## src/rtl/sdcmd_pkg.sv

```systemverilog
package sdcmd_pkg;
   localparam int CMD_BITS = 48;
   localparam int RSP_SHORT = 48;
   localparam int RSP_LONG = 136;
   localparam int CRC_W = 7;
   localparam int IDX_W = 6;
   localparam int ARG_W = 32;
   localparam int NSTS = 4;
   localparam logic [CRC_W-1:0] CRC_POLY = 7'h09;

   typedef enum logic [1:0] {
      KIND_NONE  = 2'b00,
      KIND_SHORT = 2'b01,
      KIND_LONG  = 2'b10,
      KIND_SHALT = 2'b11
   } rsp_kind_e;

   typedef struct packed {
      logic frm;
      logic crc;
      logic tmo;
      logic done;
   } evt_t;
endpackage

```

## src/rtl/sdcmd_crc7.sv

```systemverilog
module sdcmd_crc7 #(
   parameter int W = 7,
   parameter logic [W-1:0] POLY = 7'h09
) (
   input  logic         clk,
   input  logic         rst_n,
   input  logic         clr,
   input  logic         upd,
   input  logic         shl,
   input  logic         din,
   output logic [W-1:0] crc
);
   if (POLY[0] != 1'b1) begin : g_bad_poly
      $error("sdcmd_crc7: polynomial must have a constant term");
   end

   always_ff @(posedge clk or negedge rst_n) begin
      if (!rst_n) crc <= '0;
      else if (clr) crc <= '0;
      else if (upd) crc <= {crc[W-2:0], 1'b0} ^ ((crc[W-1] ^ din) ? POLY : '0);
      else if (shl) crc <= {crc[W-2:0], 1'b0};
   end
endmodule

```

## src/rtl/sdcmd_tx.sv

```systemverilog
module sdcmd_tx
   import sdcmd_pkg::*;
(
   input  logic             clk,
   input  logic             rst_n,
   input  logic             fall_stb,
   input  logic             load,
   input  logic [IDX_W-1:0] idx,
   input  logic [ARG_W-1:0] arg,
   output logic             cmd_out,
   output logic             cmd_oe,
   output logic             done_p
);
   localparam int BODY = CMD_BITS - CRC_W - 1;
   localparam int CNT_W = $clog2(CMD_BITS + 1);
   localparam logic [CNT_W-1:0] N_BODY = CNT_W'(BODY);
   localparam logic [CNT_W-1:0] N_STOP = CNT_W'(CMD_BITS - 1);
   localparam logic [CNT_W-1:0] N_END = CNT_W'(CMD_BITS);

   logic             active;
   logic [CNT_W-1:0] cnt;
   logic [BODY-1:0]  sh;
   logic [CRC_W-1:0] crc;
   logic             step;

   assign step = active && fall_stb;

   sdcmd_crc7 #(.W(CRC_W), .POLY(CRC_POLY)) u_crc (
      .clk(clk), .rst_n(rst_n), .clr(load),
      .upd(step && (cnt < N_BODY)),
      .shl(step && (cnt >= N_BODY) && (cnt < N_STOP)),
      .din(sh[BODY-1]), .crc(crc)
   );

   always_ff @(posedge clk or negedge rst_n) begin
      if (!rst_n) begin
         active  <= 1'b0;
         cnt     <= '0;
         sh      <= '0;
         cmd_out <= 1'b1;
         cmd_oe  <= 1'b0;
         done_p  <= 1'b0;
      end else begin
         done_p <= 1'b0;
         if (load) begin
            active <= 1'b1;
            cnt    <= '0;
            sh     <= {2'b01, idx, arg};
         end else if (step) begin
            if (cnt == N_END) begin
               active  <= 1'b0;
               cmd_oe  <= 1'b0;
               cmd_out <= 1'b1;
               done_p  <= 1'b1;
            end else begin
               cmd_oe <= 1'b1;
               cnt    <= cnt + 1'b1;
               if (cnt < N_BODY) begin
                  cmd_out <= sh[BODY-1];
                  sh      <= {sh[BODY-2:0], 1'b0};
               end else if (cnt < N_STOP) begin
                  cmd_out <= crc[CRC_W-1];
               end else begin
                  cmd_out <= 1'b1;
               end
            end
         end
      end
   end
endmodule

```

## src/rtl/sdcmd_rx.sv

```systemverilog
module sdcmd_rx
   import sdcmd_pkg::*;
#(
   parameter int TMO_W = 16,
   parameter int TURN_CYC = 2
) (
   input  logic                clk,
   input  logic                rst_n,
   input  logic                rise_stb,
   input  logic                go,
   input  logic                long_sel,
   input  logic [TMO_W-1:0]    tmo_lim,
   input  logic                cmd_in,
   output logic [RSP_LONG-1:0] rsp,
   output evt_t                evt
);
   localparam int TC_W = $clog2(TURN_CYC + 1);
   localparam int BC_W = $clog2(RSP_LONG + 1);
   localparam logic [TC_W-1:0] TURN_LAST = TC_W'(TURN_CYC - 1);
   localparam logic [BC_W-1:0] S_LAST = BC_W'(RSP_SHORT - 1);
   localparam logic [BC_W-1:0] L_LAST = BC_W'(RSP_LONG - 1);
   localparam logic [BC_W-1:0] S_COV_END = BC_W'(RSP_SHORT - CRC_W - 2);
   localparam logic [BC_W-1:0] L_COV_BEG = BC_W'(RSP_LONG - 128);
   localparam logic [BC_W-1:0] L_COV_END = BC_W'(RSP_LONG - CRC_W - 2);

   if (TURN_CYC < 1) begin : g_bad_turn
      $error("sdcmd_rx: TURN_CYC must be at least 1");
   end

   typedef enum logic [1:0] {IDLE, TURN, WAIT, RECV} st_e;
   st_e                 st;
   logic [TC_W-1:0]     tcnt;
   logic [TMO_W-1:0]    wcnt;
   logic [TMO_W:0]      wnext;
   logic [BC_W-1:0]     bcnt;
   logic [BC_W-1:0]     last_idx;
   logic                in_cov;
   logic [RSP_LONG-1:0] full;
   logic [CRC_W-1:0]    crc;
   logic                dir_bit, frm_bad, crc_bad;

   assign wnext    = {1'b0, wcnt} + 1'b1;
   assign last_idx = long_sel ? L_LAST : S_LAST;
   assign in_cov   = long_sel ? (bcnt >= L_COV_BEG && bcnt <= L_COV_END)
                              : (bcnt <= S_COV_END);
   assign full     = {rsp[RSP_LONG-2:0], cmd_in};
   assign dir_bit  = long_sel ? full[RSP_LONG-2] : full[RSP_SHORT-2];
   assign frm_bad  = dir_bit || !cmd_in;
   assign crc_bad  = (full[CRC_W:1] != crc);

   sdcmd_crc7 #(.W(CRC_W), .POLY(CRC_POLY)) u_crc (
      .clk(clk), .rst_n(rst_n), .clr(go),
      .upd(st == RECV && rise_stb && in_cov),
      .shl(1'b0), .din(cmd_in), .crc(crc)
   );

   always_ff @(posedge clk or negedge rst_n) begin
      if (!rst_n) begin
         st   <= IDLE;
         tcnt <= '0;
         wcnt <= '0;
         bcnt <= '0;
         rsp  <= '0;
         evt  <= '0;
      end else begin
         evt <= '0;
         case (st)
            IDLE: if (go) begin
               st   <= TURN;
               tcnt <= '0;
               rsp  <= '0;
            end
            TURN: if (rise_stb) begin
               if (tcnt == TURN_LAST) begin
                  st   <= WAIT;
                  wcnt <= '0;
               end else begin
                  tcnt <= tcnt + 1'b1;
               end
            end
            WAIT: if (rise_stb) begin
               if (!cmd_in) begin
                  st   <= RECV;
                  bcnt <= BC_W'(1);
                  rsp  <= {rsp[RSP_LONG-2:0], 1'b0};
               end else if (wnext >= {1'b0, tmo_lim}) begin
                  st      <= IDLE;
                  evt.tmo <= 1'b1;
               end else begin
                  wcnt <= wnext[TMO_W-1:0];
               end
            end
            RECV: if (rise_stb) begin
               rsp <= full;
               if (bcnt == last_idx) begin
                  st       <= IDLE;
                  evt.done <= !frm_bad && !crc_bad;
                  evt.crc  <= crc_bad;
                  evt.frm  <= frm_bad;
               end else begin
                  bcnt <= bcnt + 1'b1;
               end
            end
            default: st <= IDLE;
         endcase
      end
   end
endmodule

```

## src/rtl/sdcmd_irq.sv

```systemverilog
module sdcmd_irq #(
   parameter int N = 4,
   parameter bit IRQ_REG = 1'b1
) (
   input  logic         clk,
   input  logic         rst_n,
   input  logic [N-1:0] set,
   input  logic [N-1:0] clr,
   input  logic [N-1:0] en,
   output logic [N-1:0] sts,
   output logic         irq
);
   for (genvar i = 0; i < N; i++) begin : g_bit
      logic q;
      always_ff @(posedge clk or negedge rst_n) begin
         if (!rst_n) q <= 1'b0;
         else if (set[i]) q <= 1'b1;
         else if (clr[i]) q <= 1'b0;
      end
      assign sts[i] = q;
   end

   if (IRQ_REG) begin : g_irq_ff
      always_ff @(posedge clk or negedge rst_n) begin
         if (!rst_n) irq <= 1'b0;
         else irq <= |(sts & en);
      end
   end else begin : g_irq_comb
      assign irq = |(sts & en);
   end
endmodule

```

## src/rtl/sdcmd_engine.sv

```systemverilog
module sdcmd_engine
   import sdcmd_pkg::*;
#(
   parameter int TMO_W = 16,
   parameter int TURN_CYC = 2,
   parameter bit IRQ_REG = 1'b1
) (
   input  logic                clk,
   input  logic                rst_n,
   input  logic                card_fall,
   input  logic                card_rise,
   input  logic                start,
   input  logic [IDX_W-1:0]    cmd_idx,
   input  logic [ARG_W-1:0]    cmd_arg,
   input  logic [1:0]          rsp_kind,
   input  logic [TMO_W-1:0]    tmo_lim,
   input  logic [NSTS-1:0]     sts_clr,
   input  logic [NSTS-1:0]     irq_en,
   output logic                cmd_out,
   output logic                cmd_oe,
   input  logic                cmd_in,
   output logic                busy,
   output logic [NSTS-1:0]     sts,
   output logic                irq,
   output logic [RSP_LONG-1:0] rsp_bits
);
   if (TMO_W < 1 || TMO_W > 32) begin : g_bad_tmo
      $error("sdcmd_engine: TMO_W out of range");
   end

   rsp_kind_e       kind_q;
   logic            accept, tx_done, no_rsp_done, rx_go;
   evt_t            rx_evt;
   logic [NSTS-1:0] set_vec;

   assign accept      = start && !busy;
   assign no_rsp_done = tx_done && (kind_q == KIND_NONE);
   assign rx_go       = tx_done && (kind_q != KIND_NONE);
   assign set_vec     = rx_evt | {{(NSTS-1){1'b0}}, no_rsp_done};

   always_ff @(posedge clk or negedge rst_n) begin
      if (!rst_n) begin
         busy   <= 1'b0;
         kind_q <= KIND_NONE;
      end else if (accept) begin
         busy   <= 1'b1;
         kind_q <= rsp_kind_e'(rsp_kind);
      end else if (no_rsp_done || (|rx_evt)) begin
         busy <= 1'b0;
      end
   end

   sdcmd_tx u_tx (
      .clk(clk), .rst_n(rst_n), .fall_stb(card_fall), .load(accept),
      .idx(cmd_idx), .arg(cmd_arg),
      .cmd_out(cmd_out), .cmd_oe(cmd_oe), .done_p(tx_done)
   );

   sdcmd_rx #(.TMO_W(TMO_W), .TURN_CYC(TURN_CYC)) u_rx (
      .clk(clk), .rst_n(rst_n), .rise_stb(card_rise), .go(rx_go),
      .long_sel(kind_q == KIND_LONG), .tmo_lim(tmo_lim), .cmd_in(cmd_in),
      .rsp(rsp_bits), .evt(rx_evt)
   );

   sdcmd_irq #(.N(NSTS), .IRQ_REG(IRQ_REG)) u_irq (
      .clk(clk), .rst_n(rst_n), .set(set_vec), .clr(sts_clr),
      .en(irq_en), .sts(sts), .irq(irq)
   );
endmodule

```

## config.mk

```make
export PLATFORM = sky130hd
export DESIGN_NAME = sdcmd_engine
export DESIGN_NICKNAME = d
export VERILOG_FILES = /design/src/rtl/sdcmd_pkg.sv /design/src/rtl/sdcmd_crc7.sv /design/src/rtl/sdcmd_tx.sv /design/src/rtl/sdcmd_rx.sv /design/src/rtl/sdcmd_irq.sv /design/src/rtl/sdcmd_engine.sv
export SDC_FILE = /design/constraint.sdc
export NUM_CORES = 1
export LEC_CHECK = 0
export BUFFER_PORTS_ARGS = -buffer_cell sky130_fd_sc_hd__buf_2
export CORE_MARGIN = 2
export CORE_UTILIZATION = 41
export CTS_CLUSTER_DIAMETER = 50
export DETAILED_ROUTE_END_ITERATION = 6
export HOLD_SLACK_MARGIN = 0.05
export PLACE_DENSITY_LB_ADDON = 0.08
export SLEW_MARGIN = 20
export SYNTH_ARGS = -nofsm -noshare
export SYNTH_HDL_FRONTEND = slang
export SYNTH_SLANG_ARGS = --single-unit
```

## constraint.sdc

```tcl
create_clock -name clk -period 4.2 [get_ports clk]
set_clock_uncertainty 0.2 [all_clocks]
set_input_delay 0.84 -clock clk [delete_from_list [all_inputs] [get_ports clk]]
set_output_delay 0.84 -clock clk [all_outputs]
set_load 0.02 [all_outputs]
```

# Word level (Yosys, flattened, before mapping)
# Index checks and enable logic that the tools add are counted.
[totals] reg_bits=240 in_bits=70 output_inout_bits=144 wordCells=184
[classes] addsub=4 magnitude_cmp=7 n_eq_ne=21 n_mux=76 n_bitwise=7 n_reduce_logical=45
[ops] operator="two-way mux 136 bit" n=4
[ops] operator="one-hot mux 136 bit (3 select lines)" n=1
[ops] operator="two-way mux 40 bit" n=4
[ops] operator="two-way mux 16 bit" n=5
[ops] operator="two-way mux 8 bit" n=5
[ops] operator="two-way mux 7 bit" n=5
[ops] operator="one-hot mux 16 bit (2 select lines)" n=1
[ops] operator="two-way mux 1 bit" n=29
[ops] operator="two-way mux 2 bit" n=14
[ops] operator="nonzero test 2 bit" n=13
[ops] operator="inequality test 2 bit, second input constant" n=11
[ops] operator="two-way mux 6 bit" n=3
[ops] operator="adder 16 x 1 -> 17 bit, second input constant" n=1
[ops] operator=">= comparator 17 x 16 -> 1 bit" n=1
[ops] operator="one-hot mux 8 bit (2 select lines)" n=1
[ops] operator="bitwise XOR 7 x 4 -> 7 bit" n=2
[ops] operator="< comparator 6 bit, second input constant" n=2
[ops] operator="logical AND 1 bit" n=11
[ops] operator="AND reduction 5 bit" n=2
[ops] operator="adder 8 x 1 -> 8 bit, second input constant" n=1
[ops] operator="equality test 8 bit" n=1
[ops] operator=">= comparator 8 x 4 -> 1 bit, second input constant" n=1
[ops] operator="<= comparator 8 x 6 -> 1 bit, second input constant" n=1
[ops] operator="<= comparator 8 x 7 -> 1 bit, second input constant" n=1
[ops] operator="26 further kinds" n=40

# Logic depth before layout (Yosys ltp)
# Gate-level depths: netlist (run 1).
[logic_depth] word_depth=8 mapped_depth=14 depth_no_buf=12

# Cells and area by module
# A second synthesis (run 1) with hierarchy kept.
[hier_totals] hier_cells=926 area_unflattened_um2=10772.8
[modules_own_cells] mod="sdcmd_rx" n_inst=1 cells_each=584 area_per_inst_um2=7220.7 seq_area_each_um2=4204.0
[modules_own_cells] mod="sdcmd_tx" n_inst=1 cells_each=245 area_per_inst_um2=2552.4 seq_area_each_um2=1252.5
[modules_own_cells] mod="sdcmd_crc7" n_inst=2 cells_each=32 area_per_inst_um2=314.1 seq_area_each_um2=175.2
[modules_own_cells] mod="sdcmd_irq" n_inst=1 cells_each=20 area_per_inst_um2=220.2 seq_area_each_um2=125.1
[modules_own_cells] mod="sdcmd_engine" n_inst=1 cells_each=13 area_per_inst_um2=151.4 seq_area_each_um2=75.1

# Worst setup path after synthesis (run 1)
# No wires, ideal clock.
[synth_timing] path_type="reg2reg" from="register u_rx.wcnt[0]" to="register u_rx.wcnt[11]" setup_ps=122 arrival_time_ps=3410 t_required_ps=3878 slack_ps=468 path_stages_with_launch=14 path_buffers=1 period_less_slack_ps=3732 cell_sequence="dfrtp_1 -> ha_1 -> inv_1 -> nor4_1 -> nand3_1 -> xnor2_1 -> ha_1 -> nand4_1 -> nor4_1 -> a221oi_1 -> nand2_1 -> or4b_4 -> buf_6 -> a32o_1"
[synth_between] elab_chain_cells=5 word_cells_on_any_way=8 cone_classes="add/sub (1); order compare (1); eq/ne (1); mux (4); reduce/logical (1)"
[synth_rtl] element="start, declared" line_no="sdcmd_rx.sv:33" source="logic [TMO_W-1:0] wcnt;"
[synth_rtl] element="start signal, assigned" line_no="sdcmd_rx.sv:90" source="wcnt <= wnext[TMO_W-1:0];"
[synth_rtl] element="adder 16 x 1 -> 17 bit *" line_no="sdcmd_rx.sv:42" source="assign wnext = {1'b0, wcnt} + 1'b1;"
[synth_rtl] element="parallel branches: the longest is 4 deep, another holds >= comparator 17 x 16 -> 1 bit"
# Mark *: on every way between the ends. The select of a mux whose other input is x is not followed.
# A chain may end at the register's enable or synchronous reset.

# Final worst setup path (run 1)
[layout_timing] from="register u_rx.wcnt[0]" to="register u_rx.wcnt[1]"
# The elaborated chain is that of the path after synthesis.

==> impl_metrics.json, run 1 <==
{
  "rsz0062_at_grt": "false",
  "synthTopCellsByArea": "dfrtp_1 (55%), nand2_1 (11%), nand3_1 (7.2%)",
  "yosysTopAreaCellShare": 0.5465,
  "ir_worst_vdd_mv": 0.2704,
  "placementRows": 59,
  "worst-path-buf-inv": 2,
  "placement.io_buffers": 213,
  "ys.flop_type": "dfrtp_1",
  "design.core.area_um2": 26130,
  "yosys.area.top_type": "dfrtp_1",
  "cts.path.max_buffers": 3,
  "placed_area_um2": 12300,
  "dieArea_um2": 28020,
  "p_leak_nw": 7.407,
  "worst_setup_path_start_kind": "flip-flop",
  "final_layout_size_suffix_gt1_frac": 0.2177,
  "critical_path.max_fanout": 11,
  "ys_ff_latch": 240,
  "hpwlAfterDp_um": 16350,
  "cpMostUsedCell": "nor4_1",
  "critPathArrivalTime_ps": 4000,
  "end_kind": "flip-flop",
  "cts_htree_levels": 2,
  "nNetsFinal": 1448,
  "crit_family": "simple AND/OR/NAND/NOR gates",
  "powerDensity_nw_per_um2": 453.2,
  "synthArstFlopShare": 1.000,
  "first_global_vias": 8398,
  "grt_usage": 0.1861,
  "critPathMaxStageDelay_ps": 640,
  "cpMaxStageDelayCell": "or4b_4",
  "nFillCells": 2483,
  "instances_no_fill": 1713,
  "synth_fp_nets": 1264,
  "max_slew.worst_pin.slew_ps": 847.1,
  "utilization": 0.5153,
  "finalCriticalPeriod_ps": 3835,
  "diodes": 0,
  "initialDrtViolationCount": 607,
  "grt_pass1_wl_um": 43710,
  "holdCritPathClass": "primary input to asynchronous set/reset pin",
  "globalplace.congestion": 0.7664,
  "crit_required_ps": 4370,
  "detail_route.wl_per_cell_um": 15.27,
  "dr_total_vias": 8708,
  "synth_area_per_cell_um2": 9.338,
  "io_pins": 214,
  "finalSetupTns_ps": 0,
  "grt_overflow": 0,
  "cts.sinks": 240,
  "antenna_found_initial": 0,
  "initial_core_util": 0.4188,
  "setup_violations": 0,
  "wl_um": 26160,
  "synthMostInstantiatedCell": "nand2_1",
  "drt-pass1-iter-count": 7,
  "max_freq_ghz": 0.2608,
  "fin_total_pwr_mw": 6.102,
  "syn_inst": 1172,
  "area_delta_synth_final_pct": 23.04,
  "synth_cell_types": 58,
  "clockRootBuffer": "clkbuf_16",
  "synthesis.area_um2": 10940,
  "clk_pin_slew_ps": 50,
  "synth_edf_count": 0,
  "violations": "DRC",
  "hold_violations": 0,
  "drtAntennaViolNets": 0,
  "fin_crit_sh": 0.9130,
  "die_w_um": 167.4,
  "slew_violations": 0,
  "cp_cell_sequence": "ha_2 -> inv_1 -> nor4_1 -> buf_4 -> nand3_1 -> xnor2_1 -> ha_1 -> nand4_1 -> nor4_1 -> a221oi_2 -> nand2_1 -> or4b_4 -> a32o_1",
  "cts_buffers": 36,
  "cap_violations": 0,
  "insertion_delay_ps": 490,
  "netlist_top_cells_count": "nand2_1 (335), dfrtp_1 (239), nand3_1 (157), clkbuf_1 (56), o21ai_0 (54)",
  "slew_headroom": 0.4341,
  "drc_errors": 11,
  "grt_max_degree": 136,
  "yosysSeqAreaShare": 0.5489,
  "post-route-cell-area_um2": 13470,
  "path_class": "flip-flop to flip-flop",
  "cts_tree": "built",
  "status": "finished with violations",
  "yosysWarnings": 0,
  "placedCellCount": 1653,
  "die_h_um": 167.4,
  "avgViaCountPerCell": 5.083
}
[final timing paths]
check                                          from                           end  slack, ps  cells past startpoint
max in group asynchronous                     rst_n      u_rx.rsp[26]$_DFFE_PN0P_       2750                      2
min in group clk              u_rx.evt[1]$_DFF_PN0_  u_irq.g_bit[1].q$_DFFE_PN0P_        260                      1
setup / recovery           u_rx.wcnt[0]$_DFFE_PN0P_      u_rx.wcnt[1]$_DFFE_PN0P_        370                     13
setup reg to reg           u_rx.wcnt[0]$_DFFE_PN0P_      u_rx.wcnt[1]$_DFFE_PN0P_        370                     13
hold / removal                                rst_n      u_rx.wcnt[0]$_DFFE_PN0P_        170                      1
hold reg to reg               u_rx.evt[1]$_DFF_PN0_  u_irq.g_bit[1].q$_DFFE_PN0P_        260                      1
[timing repair]
action | in CTS | in global routing
setup buffers | 0 | 0
setup endpoints to repair | 0 | 13
hold buffers | 0 | 0
gates resized for setup | 0 | 3
endpoints found under the hold margin | 0 | 0
[layout make-up]
cell class | count | area (µm²) | share of cell area
clock inverters | 15 | 172.7 | 0.01282
repair buffers | 226 | 1240 | 0.09208
multi-input cells | 824 | 4542 | 0.3373
inverters | 28 | 105.1 | 0.007805
clock buffers | 45 | 975.9 | 0.07248
flip-flops and latches | 240 | 6011 | 0.4464
well taps | 335 | 419.2 | 0.03113
[layer usage]
metal | wire length [µm] | global-route usage | vias up
met1 | 12080 | 0.2651 | 4176
met4 | 353 | 0.04159 | 0
met3 | 1901 | 0.05649 | 32
met5 | 0 | 0 | -
met2 | 11820 | 0.2809 | 189
li1 | - | - | 4311
[state kept, by name, summed over array words and instances, names as in the netlist, 2 cells and up]
register        count
u_tx.u_crc.crc      7
u_rx.evt            4
u_rx.bcnt           8
u_rx.tcnt           2
u_rx.rsp          136
kind_q              2
u_tx.cnt            6
u_irq.g_bit.q       4
u_tx.sh            40
u_rx.st             2
u_rx.u_crc.crc      7
u_rx.wcnt          16
[per-stage QoR]
stage | setup slack, ps | hold WS [ps]
finish | 365.4 | 172.2
global route | 5.624 | 241.7
CTS | 112.1 | 227.8
detailed placement | 103.3 | 256.5
global placement | 204.2 | 245.9
floorplan | 468.3 | 228.7
[where the power goes]
part,internal [mW],switching (mW),leakage [nW]
registers,2.56,0.161,3.24
clock network,1.83,1.05,0.557
logic,0.241,0.260,3.61
[layout by cell type (no fill, tap or decap), drive strengths merged, types with 14 or more instances in the layout]
cell type | netlist | layout
buf | 24 | 226
clkbuf | 56 | 45
dfrtp | 239 | 239
ha | 22 | 22
inv | 28 | 30
mux2i | 51 | 51
nand2 | 335 | 335
nand3 | 158 | 158
nand4 | 14 | 14
nor2 | 47 | 47
o21ai | 55 | 55
xnor2 | 18 | 18
xor2 | 17 | 17
[kinds of logic (layout without fill, tap and decap cells)]
logic type	Yosys count	after routing	share of synthesized area
AND/OR/NAND/NOR	600	600	0.2400
buffers and inverters	108	314	0.03990
XOR/XNOR	35	35	0.02801
AO/OA/AOI/OAI	114	114	0.06940
multiplexers	53	53	0.04870
adder cells (fa/ha/maj)	22	22	0.02515
flip-flops	240	240	0.5489
Power figures use the tool's default switching activity.
==> inputs of run 2 (changes only) <==
--- a/config.mk
+++ b/config.mk
@@ -7,11 +7,12 @@
 export LEC_CHECK = 0
 export BUFFER_PORTS_ARGS = -buffer_cell sky130_fd_sc_hd__buf_2
 export CORE_MARGIN = 2
-export CORE_UTILIZATION = 41
+export CORE_UTILIZATION = 30
 export CTS_CLUSTER_DIAMETER = 50
 export DETAILED_ROUTE_END_ITERATION = 6
 export HOLD_SLACK_MARGIN = 0.05
 export PLACE_DENSITY_LB_ADDON = 0.08
+export SETUP_SLACK_MARGIN = 0.5
 export SLEW_MARGIN = 20
 export SYNTH_ARGS = -nofsm -noshare
 export SYNTH_HDL_FRONTEND = slang
==> run 2 against run 1 <==
  * The run now ends clean
  * Power grew 6.2%
  * Routed wire length increased by 10%
  * Core utilization shrank 12 points
  * Global-route usage down 3.5 points
  * First-iteration DRC count shrank 29%
  * Sequential cell count stayed put
  * Cell count up 8.9%
  * Non-clock buffer count up 19
  * Critical path type unchanged
  * Critical endpoint is now u_rx.wcnt[11]$_DFFE_PN0P_
==> impl_metrics.json, run 2 (same netlist as run 1, synthesis figures left out) <==
{
  "status": "finished, final reports clean",
  "cpMaxStageDelayCell": "or4b_4",
  "die_h_um": 195,
  "first_global_vias": 8847,
  "drt-pass1-iter-count": 4,
  "r2r_start": "u_rx.wcnt[3]$_DFFE_PN0P_",
  "drtAntennaViolNets": 0,
  "wl_um": 28900,
  "crit_family": "simple AND/OR/NAND/NOR gates",
  "detail_route.wl_per_cell_um": 15.48,
  "final_layout_size_suffix_gt1_frac": 0.2477,
  "path_class": "flip-flop to flip-flop",
  "grt_max_degree": 136,
  "utilization": 0.3926,
  "max_freq_ghz": 0.2797,
  "insertion_delay_ps": 520,
  "grt_usage": 0.1514,
  "finalSetupTns_ps": 0,
  "final_common_cell": "nand2_1",
  "largest_reg_flops": 136,
  "io_pins": 214,
  "cts.path.max_buffers": 3,
  "holdCritPathClass": "primary input to asynchronous set/reset pin",
  "crit_required_ps": 4400,
  "crit_start": "u_rx.wcnt[3]$_DFFE_PN0P_",
  "globalplace.congestion": 0.7568,
  "critical_path.max_fanout": 10,
  "dr_total_vias": 8829,
  "hold_violations": 0,
  "top_regs": "u_rx.rsp: 136 flops, u_tx.sh: 40 flops, u_rx.wcnt: 16 flops",
  "p_leak_nw": 7.634,
  "cp_cell_sequence": "and3_4 -> nand3_1 -> nor2_2 -> xor2_1 -> ha_1 -> nand4_1 -> nor3_1 -> o41a_4 -> or4b_4 -> a32o_1",
  "clk_pin_slew_ps": 50,
  "initialDrtViolationCount": 432,
  "cap_violations": 0,
  "critPathMaxStageDelay_ps": 610,
  "avgViaCountPerCell": 4.732,
  "initial_core_util": 0.3062,
  "worst_slack_ps": 625.1,
  "final_cell_mix": "nand2_1 (334), dfrtp_1 (233), buf_2 (212), nand3_1 (153), o21ai_0 (54)",
  "max_slew.worst_pin.slew_ps": 876.7,
  "cts.sinks": 240,
  "slew_violations": 0,
  "dieArea_um2": 38030,
  "die_w_um": 195,
  "fin_crit_sh": 0.8512,
  "end_kind": "flip-flop",
  "instances_no_fill": 1866,
  "area_delta_synth_final_pct": 28.23,
  "nFillCells": 3682,
  "finalCriticalPeriod_ps": 3575,
  "placedCellCount": 1784,
  "nNetsFinal": 1470,
  "drc_errors": 0,
  "hpwlAfterDp_um": 18030,
  "worst-path-buf-inv": 0,
  "placement.io_buffers": 213,
  "powerDensity_nw_per_um2": 461.7,
  "regMostFlops": "u_rx.rsp",
  "grt_pass1_wl_um": 47540,
  "cts_htree_levels": 2,
  "cts_tree": "built",
  "slew_headroom": 0.4155,
  "critPathArrivalTime_ps": 3780,
  "grt_overflow": 0,
  "clockRootBuffer": "clkbuf_16",
  "post-place-ws_ps": 237.8,
  "worst_setup_path_start_kind": "flip-flop",
  "cts_buffers": 38,
  "antenna_found_initial": 0,
  "design.core.area_um2": 35740,
  "placementRows": 69,
  "diodes": 0,
  "ir_worst_vdd_mv": 0.2251,
  "setup_violations": 0,
  "rsz0062_at_grt": "false"
}
## run 2: what timing repair did
item,4_1_cts,5_1_grt
endpoints found under the setup margin,12,14
buffers inserted,1,13
gates resized for setup,8,15
pin swaps,3,10
hold buffers,0,0
cloned,1,0
## run 2: stage by stage
| stage | hold WS, ps | area, µm² | total power, mW |
|---|---|---|---|
| 3_3_place_gp | 247.6 | 12490 | 3.268 |
| 5_1_grt | 266.9 | 14030 | 6.813 |
| 3_5_place_dp | 254.7 | 12490 | 3.279 |
| 6_report | 184.5 | 14030 | 6.480 |
| 2_1_floorplan | 228.7 | 10950 | 3.073 |
| 4_1_cts | 220.1 | 13860 | 6.601 |
## run 2: cell type report
class | instances | area, µm² | share of cell area
flip-flops and latches | 240 | 6017 | 0.4288
multi-input cells | 825 | 4646 | 0.3310
repair buffers | 245 | 1374 | 0.09790
clock buffers | 43 | 1011 | 0.07204
well taps | 461 | 576.8 | 0.04110
clock inverters | 24 | 304.0 | 0.02167
inverters | 28 | 105.1 | 0.007489
## run 2: layer usage
layer,up-vias,GRT usage,wire length (µm)
met5,-,0,0
met4,0,0.04382,545
met3,44,0.05458,2290
met2,190,0.2206,12530
met1,4229,0.2106,13520
li1,4366,-,-
## run 2: worst paths after layout
path	end	slack [ps]	depth (start not counted)
max in group asynchronous	u_tx.cmd_out$_DFFE_PN1P_	2700	2
worst min register to register	u_irq.g_bit[3].q$_DFFE_PN0P_	260	1
worst max register to register	u_rx.wcnt[11]$_DFFE_PN0P_	630	10
worst min-delay path	u_rx.rsp[83]$_DFFE_PN0P_	180	1
worst max-delay path	u_rx.wcnt[11]$_DFFE_PN0P_	630	10
min in group clk	u_irq.g_bit[3].q$_DFFE_PN0P_	260	1
## run 2: where the power goes
group	switching (mW)	internal [mW]	total (mW)
logic	0.265	0.241	0.506
clock network	1.14	2.11	3.25
registers	0.161	2.56	2.72
==> inputs of run 3 (changes only) <==
--- a/config.mk
+++ b/config.mk
@@ -12,6 +12,7 @@
 export DETAILED_ROUTE_END_ITERATION = 6
 export HOLD_SLACK_MARGIN = 0.05
 export PLACE_DENSITY_LB_ADDON = 0.08
+export RECOVER_POWER = 25
 export SETUP_SLACK_MARGIN = 0.5
 export SLEW_MARGIN = 20
 export SYNTH_ARGS = -nofsm -noshare
==> run 3 against run 2 <==
  * Critical path depth is the same
  * Maximum frequency shrank 0.51%
  * Non-clock buffer count is the same
  * Sequential power is essentially flat
  * Power is essentially flat
  * Die area is the same
  * Routed wire length is essentially flat
  * First-iteration DRC count grew 3.2%
  * Critical path type unchanged
  * Via count grew 0.12%
  * Cell area shrank 0.11%
==> impl_metrics.json, run 3 (same netlist as run 1, synthesis figures left out) <==
{
  "die_w_um": 195,
  "powerDensity_nw_per_um2": 462.1,
  "insertion_delay_ps": 520,
  "initial_core_util": 0.3062,
  "worst-path-stages": 10,
  "clockRootBuffer": "clkbuf_16",
  "finalSetupTns_ps": 0,
  "dr_total_vias": 8840,
  "critPathMaxStageDelay_ps": 620,
  "cts_tree": "built",
  "drt-pass1-iter-count": 4,
  "dieArea_um2": 38030,
  "r2r_start": "u_rx.wcnt[3]$_DFFE_PN0P_",
  "cap_violations": 0,
  "rrSetupSlack_ps": 610,
  "final_layout_size_suffix_gt1_frac": 0.2448,
  "top_regs": "u_rx.rsp: 136 flops, u_tx.sh: 40 flops, u_rx.wcnt: 16 flops",
  "slew_headroom": 0.4189,
  "worst_setup_path_start_kind": "flip-flop",
  "cts_htree_levels": 2,
  "diodes": 0,
  "final_common_cell": "nand2_1",
  "grt_max_degree": 136,
  "design.core.area_um2": 35740,
  "drtAntennaViolNets": 0,
  "nFillCells": 3688,
  "largest_reg_flops": 136,
  "placed_area_um2": 12490,
  "die_h_um": 195,
  "grt_overflow": 0,
  "wl_um": 28880,
  "cp_cell_sequence": "and3_4 -> nand3_1 -> nor2_2 -> xor2_1 -> ha_1 -> nand4_1 -> nor3_1 -> o41a_4 -> or4b_4 -> a32o_1",
  "drc_errors": 0,
  "antenna_found_initial": 0,
  "critPathArrivalTime_ps": 3800,
  "finalCriticalPeriod_ps": 3593,
  "globalplace.congestion": 0.7568,
  "p_leak_nw": 7.619,
  "nNetsFinal": 1470,
  "crit_family": "simple AND/OR/NAND/NOR gates",
  "critical_path.max_fanout": 10,
  "utilization": 0.3922,
  "multi_input_area_um2": 4646,
  "first_global_vias": 8847,
  "crit_start": "u_rx.wcnt[3]$_DFFE_PN0P_",
  "layout.area.seq_um2": 6017,
  "rr_worst_depth": 10,
  "initialDrtViolationCount": 446,
  "area_delta_synth_final_pct": 28.09,
  "slew_violations": 0,
  "regMostFlops": "u_rx.rsp",
  "grt_pass1_wl_um": 47540,
  "max_freq_ghz": 0.2783,
  "end_kind": "flip-flop",
  "path_class": "flip-flop to flip-flop",
  "final_cell_mix": "nand2_1 (334), dfrtp_1 (233), buf_2 (212), nand3_1 (153), o21ai_0 (54)",
  "placementRows": 69,
  "cpMaxStageDelayCell": "or4b_4",
  "holdCritPathClass": "primary input to asynchronous set/reset pin",
  "hold_violations": 0,
  "cts.path.max_buffers": 3,
  "max_slew.worst_pin.slew_ps": 871.6,
  "post-route-cell-area_um2": 14020,
  "postCtsHoldBufs": 0,
  "cts_buffers": 38,
  "fin_crit_sh": 0.8555,
  "ir_worst_vdd_mv": 0.2245,
  "crit_required_ps": 4400,
  "status": "finished, final reports clean",
  "grt_usage": 0.1514,
  "cts.sinks": 240,
  "rsz0062_at_grt": "false",
  "setup_violations": 0,
  "avgViaCountPerCell": 4.737,
  "placement.io_buffers": 213,
  "detail_route.wl_per_cell_um": 15.48,
  "r2r-end": "u_rx.wcnt[15]$_DFFE_PN0P_",
  "clk_pin_slew_ps": 50,
  "worst-path-buf-inv": 0,
  "hpwlAfterDp_um": 18030,
  "io_pins": 214,
  "crit_path_end": "u_rx.wcnt[15]$_DFFE_PN0P_"
}
-- run 3: how the worst min path moves through the flow --
stage          depth (start not counted)  slack, ps                           end
2_1_floorplan                          1        230  u_irq.g_bit[3].q$_DFFE_PN0P_
3_3_place_gp                           2        250     u_rx.rsp[135]$_DFFE_PN0P_
3_5_place_dp                           2        250     u_rx.rsp[135]$_DFFE_PN0P_
4_1_cts                                1        220      u_rx.rsp[83]$_DFFE_PN0P_
5_1_grt                                1        270      u_rx.rsp[83]$_DFFE_PN0P_
6_report                               1        190      u_rx.rsp[83]$_DFFE_PN0P_
-- run 3: cell type report --
type	instances	area share
flip-flops and latches	240	0.4292
well taps	461	0.04115
inverters	28	0.007497
repair buffers	245	0.09693
multi-input cells	825	0.3314
clock buffers	43	0.07212
clock inverters	24	0.02169
-- run 3: metal layers --
metal  wire length [µm]  track usage  vias up
met5                  0            0        -
met1              13580       0.2106     4245
met3               2239      0.05458       44
met4                545      0.04382        0
li1                   -            -     4366
met2              12510       0.2206      185
-- run 3: report_power, final --
part / internal [mW] / switching [mW] / total (mW)
logic: 0.239 / 0.265 / 0.504
clock network: 2.11 / 1.14 / 3.25
registers: 2.56 / 0.161 / 2.72
-- run 3: metrics by stage --
stage                     power, mW  std cells  hold slack [ps]  worst slack [ps]
final                         6.478       1866            190.4             606.9
after CTS                     6.601       1853            220.1             498.7
after global routing          6.811       1866            265.9             472.7
after floorplan               3.073       1172            228.7             598.6
after global placement        3.268       1784            247.6             259.3
after detailed placement      3.279       1784            254.7             237.8
-- run 3: timing repair --
item	4_1_cts	5_1_grt
gates resized for setup	8	15
setup buffers	1	13
setup endpoints to repair	12	14
cloned	1	0
pin swaps	3	10
